--- src/rtl/cla_pkg.sv ---
package cla_pkg;
   localparam int unsigned CLA_GROUP_W_DEF    = 4;
   localparam int unsigned CLA_NUM_GROUPS_DEF = 4;

   typedef struct packed {
      logic gen;
      logic prop;
   } pg_t;
endpackage

--- src/rtl/cla_pg_cell.sv ---
module cla_pg_cell
   import cla_pkg::*;
(
   input  logic bit_a,
   input  logic bit_b,
   output pg_t  pg
);
   always_comb begin
      pg.gen  = bit_a & bit_b;
      pg.prop = bit_a ^ bit_b;
   end
endmodule

--- src/rtl/cla_lookahead.sv ---
// Generic lookahead: carries into each position in sum-of-products form,
// plus the condensed block generate/propagate. Used at both levels.
module cla_lookahead #(
   parameter int unsigned N = 4
) (
   input  logic [N-1:0] g,
   input  logic [N-1:0] p,
   input  logic         ci,
   output logic [N:0]   c,
   output logic         blk_g,
   output logic         blk_p
);
   initial begin
      if (N < 1) $error("cla_lookahead: N must be at least 1");
   end

   always_comb begin
      c[0] = ci;
      for (int k = 1; k <= N; k++) begin
         logic term;
         logic chain;
         term  = 1'b0;
         chain = ci;
         for (int j = 0; j < k; j++) begin
            logic prod;
            prod = g[j];
            for (int m = j + 1; m < k; m++) prod = prod & p[m];
            term  = term | prod;
            chain = chain & p[j];
         end
         c[k] = term | chain;
      end
   end

   always_comb begin
      blk_g = 1'b0;
      for (int j = 0; j < N; j++) begin
         logic prod;
         prod = g[j];
         for (int m = j + 1; m < N; m++) prod = prod & p[m];
         blk_g = blk_g | prod;
      end
      blk_p = &p;
   end
endmodule

--- src/rtl/cla_group.sv ---
module cla_group
   import cla_pkg::*;
#(
   parameter int unsigned W = 4
) (
   input  logic [W-1:0] ga,
   input  logic [W-1:0] gb,
   input  logic         gci,
   output logic [W-1:0] gsum,
   output logic         grp_g,
   output logic         grp_p,
   output logic         grp_co
);
   pg_t [W-1:0]  pg;
   logic [W-1:0] gv;
   logic [W-1:0] pv;
   logic [W:0]   cv;

   for (genvar i = 0; i < W; i++) begin : g_bit
      cla_pg_cell u_pg (
         .bit_a (ga[i]),
         .bit_b (gb[i]),
         .pg    (pg[i])
      );
      assign gv[i] = pg[i].gen;
      assign pv[i] = pg[i].prop;
   end

   cla_lookahead #(.N(W)) u_la (
      .g     (gv),
      .p     (pv),
      .ci    (gci),
      .c     (cv),
      .blk_g (grp_g),
      .blk_p (grp_p)
   );

   assign gsum   = pv ^ cv[W-1:0];
   assign grp_co = cv[W];
endmodule

--- src/rtl/cla_adder16.sv ---
module cla_adder16
   import cla_pkg::*;
#(
   parameter int unsigned GROUP_W    = CLA_GROUP_W_DEF,
   parameter int unsigned NUM_GROUPS = CLA_NUM_GROUPS_DEF,
   localparam int unsigned WIDTH     = GROUP_W * NUM_GROUPS
) (
   input  logic [WIDTH-1:0] op_a,
   input  logic [WIDTH-1:0] op_b,
   input  logic             carry_in,
   output logic [WIDTH-1:0] sum,
   output logic             carry_out
);
   initial begin
      if (GROUP_W < 2)    $error("cla_adder16: GROUP_W must be at least 2");
      if (NUM_GROUPS < 2) $error("cla_adder16: NUM_GROUPS must be at least 2");
   end

   logic [NUM_GROUPS-1:0] grp_g;
   logic [NUM_GROUPS-1:0] grp_p;
   logic [NUM_GROUPS-1:0] grp_co;
   logic [NUM_GROUPS:0]   lvl2_c;
   logic [NUM_GROUPS-1:0] grp_cin;
   logic                  top_g;
   logic                  top_p;

   for (genvar k = 0; k < NUM_GROUPS; k++) begin : g_grp
      cla_group #(.W(GROUP_W)) u_grp (
         .ga     (op_a[k*GROUP_W +: GROUP_W]),
         .gb     (op_b[k*GROUP_W +: GROUP_W]),
         .gci    (grp_cin[k]),
         .gsum   (sum[k*GROUP_W +: GROUP_W]),
         .grp_g  (grp_g[k]),
         .grp_p  (grp_p[k]),
         .grp_co (grp_co[k])
      );
   end

   cla_lookahead #(.N(NUM_GROUPS)) u_lvl2 (
      .g     (grp_g),
      .p     (grp_p),
      .ci    (carry_in),
      .c     (lvl2_c),
      .blk_g (top_g),
      .blk_p (top_p)
   );

   assign grp_cin   = lvl2_c[NUM_GROUPS-1:0];
   assign carry_out = lvl2_c[NUM_GROUPS];
endmodule

--- config.mk ---
export PLATFORM = sky130hd
export DESIGN_NAME = cla_adder16
export DESIGN_NICKNAME = d
export VERILOG_FILES = /design/src/rtl/cla_pkg.sv /design/src/rtl/cla_pg_cell.sv /design/src/rtl/cla_lookahead.sv /design/src/rtl/cla_group.sv /design/src/rtl/cla_adder16.sv
export SDC_FILE = /design/constraint.sdc
export NUM_CORES = 1
export LEC_CHECK = 0
export BUFFER_PORTS_ARGS = -buffer_cell sky130_fd_sc_hd__clkbuf_2
export CAP_MARGIN = 5
export CORE_UTILIZATION = 43
export DETAILED_ROUTE_END_ITERATION = 10
export PLACE_DENSITY = 0.93
export SLEW_MARGIN = 20
export SYNTH_ARGS = -nofsm -noshare
export SYNTH_HDL_FRONTEND = slang
export SYNTH_HIERARCHICAL = 1
export SYNTH_SLANG_ARGS = --single-unit
--- constraint.sdc ---
create_clock -name vclk -period 4.8
set_clock_uncertainty 0.1 [all_clocks]
set_input_delay 1.2 -clock vclk [all_inputs]
set_output_delay 1.2 -clock vclk [all_outputs]
set_load 0.03 [all_outputs]
Yosys cells after proc, flatten, opt, wreduce, memory -nomap -nowiden --
Index checks and enable logic that the tools add are counted.
Word-level totals: flip-flop bits (word level) 0, word-level logic and storage cells 132
Operators by class: bitwise logic cells 128, reduce and logical (&&, ||, !) cells 4
Operator list (count):
- bitwise AND 1 bit | 62
- OR 1 bit | 46
- AND reduction 4 bit | 4
- bitwise XOR 1 bit | 16
- bitwise XOR 4 bit | 4

Logic depth before layout (Yosys ltp) --
depth in word-level cells 17, depth in mapped cells 12, depth with buffers taken out 12

Hierarchy --
The synthesis kept the hierarchy.
Modules (own cells, without submodules):
- cla_lookahead | instances 5, cells an instance 11, area each 67.6 um2
- cla_pg_cell | instances 16, cells an instance 1, area each 12.5 um2
- cla_group | instances 4, cells an instance 4, area each 35.0 um2

Least setup slack after synthesis --
No wires, ideal clock.
path kind input -> output, from input port op_a[3], to output port sum[15], arrival 3420 ps, path slack 80 ps, stages 12, buffers on the path 0, cells stage by stage ha_1 -> a21oi_1 -> o21ai_1 -> a21o_1 -> a21oi_2 -> inv_2 -> a21o_1 -> a21o_1 -> a21oi_2 -> inv_2 -> a21o_1 -> xor2_1
Between the ends: longest elaborated chain between the ends 15
Ends and longest elaborated chain:
- start: declaration | line cla_adder16.sv:8 | input logic [WIDTH-1:0] op_a,
- bitwise XOR 1 bit | line cla_pg_cell.sv:10 | pg.prop = bit_a ^ bit_b;
- bitwise AND 1 bit | line cla_lookahead.sv:40 | for (int m = j + 1; m < N; m++) prod = prod & p[m];
- OR 1 bit | line cla_lookahead.sv:41 | blk_g = blk_g | prod;
- OR 1 bit
- OR 1 bit *
- via grp_g[0] | line cla_adder16.sv:19 | logic [NUM_GROUPS-1:0] grp_g;
- bitwise AND 1 bit * (2 in a row) | line cla_lookahead.sv:27 | for (int m = j + 1; m < k; m++) prod = prod & p[m];
- OR 1 bit * (2 in a row) | line cla_lookahead.sv:28 | term = term | prod;
- OR 1 bit * | line cla_lookahead.sv:31 | c[k] = term | chain;
- via lvl2_c[3] | line cla_adder16.sv:22 | logic [NUM_GROUPS:0] lvl2_c;
- bitwise AND 1 bit * (2 in a row)
- bitwise AND 1 bit * | line cla_lookahead.sv:29 | chain = chain & p[j];
- OR 1 bit * | line cla_lookahead.sv:31
- via g_grp[3].u_grp.cv[3] | line cla_group.sv:17 | logic [W:0] cv;
- bitwise XOR 4 bit * | line cla_group.sv:38 | assign gsum = pv ^ cv[W-1:0];
- end: declaration | line cla_adder16.sv:11 | output logic [WIDTH-1:0] sum,
The timed path passes the listed nets; every way through them passes the cells marked *.

==> key figures <==
STA
  – Sum Neg Setup Slack: 0 ns
  – Tcrit/Tclk final: between 90% and 100%
  – Max Freq: 215 MHz
  – Normalized max-slew margin: 85.3%
  – Final hold slack: about 2.7 ns
  – Max Slew Vio Count: 0
  – Slew @ Worst Pin: between 0.2 and 0.25 ns
  – Unrepaired setup endpoints after global routing: no
  – Hold Violations, Final: 0
  – Tmin final: about 4.6 ns
  – Final Setup Violations: 0

Finish
  – Non-filler cells, final: 141
  – # nets final: between 150 and 200
  – Sequential cell area: 0 sq um
  – Commonest cells after routing, fill and taps aside: clkbuf_2 (49), xor2_1 (16), ha_1 (14)
  – N_diodes: 0
  – Clock buf count: 0
  – Most common cell after layout, fill and taps aside: clkbuf_2
  – Layout-stage area growth over the synthesis result: 42.3%
  – Layout cells sized above 1: 50.8%
  – FFs & Latches: 0

Hold path
  – Worst hold-check path type: input port to output pin
  – Worst hold path stage count: 3

Floorplanning
  – Initial Util: ~47%
  – # rows: 13
  – Total I/O pin count: 50
  – Die Ht: between 40 and 50 um
  – Die Area: 1650 sq um
  – Core Footprint: roughly 1400 sq um
  – Die W: 40.6 um

Routing
  – Antenna viol nets, final: 0
  – Vias post-DR: 743
  – DR WL/cell: between 10 and 15 um
  – Remaining DRCs: 0
  – DR vias/cell: between 5 and 6
  – 1st-iter DRT viols: 10
  – Routed wire length: between 1500 and 2000 um
  – Drt pass-1 iters: 4

Synthesis
  – Post-Syn Instances: 80
  – Synthesized area: between 600 and 700 sq um
  – Syn_nets: ~130
  – Yosys warning total: 6
  – Mapped Avg Cell Area: 7.99 sq um

Worst setup path
  – CP Max Fanout: 3
  – Worst path cell trace: clkbuf_2 > ha_1 > and4_1 > a21o_1 > a21oi_2 > inv_2 > a21o_1 > a21o_1 > a21oi_2 > inv_2 > a21o_1 > xor2_1 > buf_4
  – Crit path required time: ~3.5 ns
  – WS Path Type: input port to output pin
  – CP most frequent cell: a21o_1
  – CP endpoint kind: output pin
  – Crit path DAT: ~3.3 ns
  – Setup crit start kind: input port
  – Slowest cell on the critical path: ha_1
  – Slowest stage delay, CP: 0.32 ns

Power
  – Max VDD drop: approximately 0.11 mV
  – PwrDens: 217 nW/um^2
  – Standby leakage power: roughly 0.56 nW
  – Pwr Total: ~0.2 mW

Global routing
  – GRT Util Overall: between 15 and 20%
  – First-pass GRT wire length: 2070 um
  – Initial antenna violation count: 0
  – Vias in the first global route: about 570
  – Largest net degree at the start of global routing: 5
  – Total grt overflow: 0

Placed design
  – Routability cong.: between 0.7 and 0.8
  – Number of placed cells counting well taps: 140
  – IO Port Bufs: 50
  – Final HPWL DP: 1390 um

Run status
  – Run status: complete, no violations

Job
  – Max-cap violations: 0
## where the power goes
part	switching, mW	leakage, nW	internal, mW	total, mW
clock network	0	0	0	0
registers	0	0	0	0
logic	0.127	0.564	0.0708	0.198
total	0.127	0.564	0.0708	0.198
## worst paths after layout
kind                     start       to  slack, ns
worst max-delay path   op_a[0]  sum[15]       0.16
worst min-delay path  carry_in   sum[0]       2.65
## routing by layer
layer / wire length (um) / track usage (%)
met1: 696 / 19.9
met2: 899 / 36.5
met3: 74 / 0.556
met4: 39 / 0
met5: 0 / 0
## critical path: cells and delay by family
| kind | cells | cell delay, ns |
|---|---|---|
| adder cells (fa/ha/maj) | 1 | 0.32 |
| AO/OA/AOI/OAI | 6 | 1.11 |
| AND/OR/NAND/NOR | 1 | 0.19 |
| buffers and inverters | 4 | 0.38 |
| XOR/XNOR | 1 | 0.15 |
## final cells by class
type / instances / area, sq um
Fill cell: 115 / 440
Tap cell: 15 / 18.8
Multi-Input combinational cell: 70 / 612
Timing Repair Buffer: 51 / 260
Inverter: 5 / 18.8
## metrics by stage
stage,utilization [%],cell area (sq um),setup WS [ns]
global placement,64.5,871,0.113
global route,67.4,910,0.0128
detailed placement,64.5,871,0.0647
CTS,64.5,871,0.0535
finish,67.4,910,0.156
floorplan,-,639,0.146
## repair_timing
item / 4_1_cts / 5_1_grt
endpoints found under the setup margin: 0 / 1
setup buffers: 0 / 1
resized for setup: 0 / 6
hold buffers: 0 / 0
Note: power is estimated with default switching activity, not from simulation.
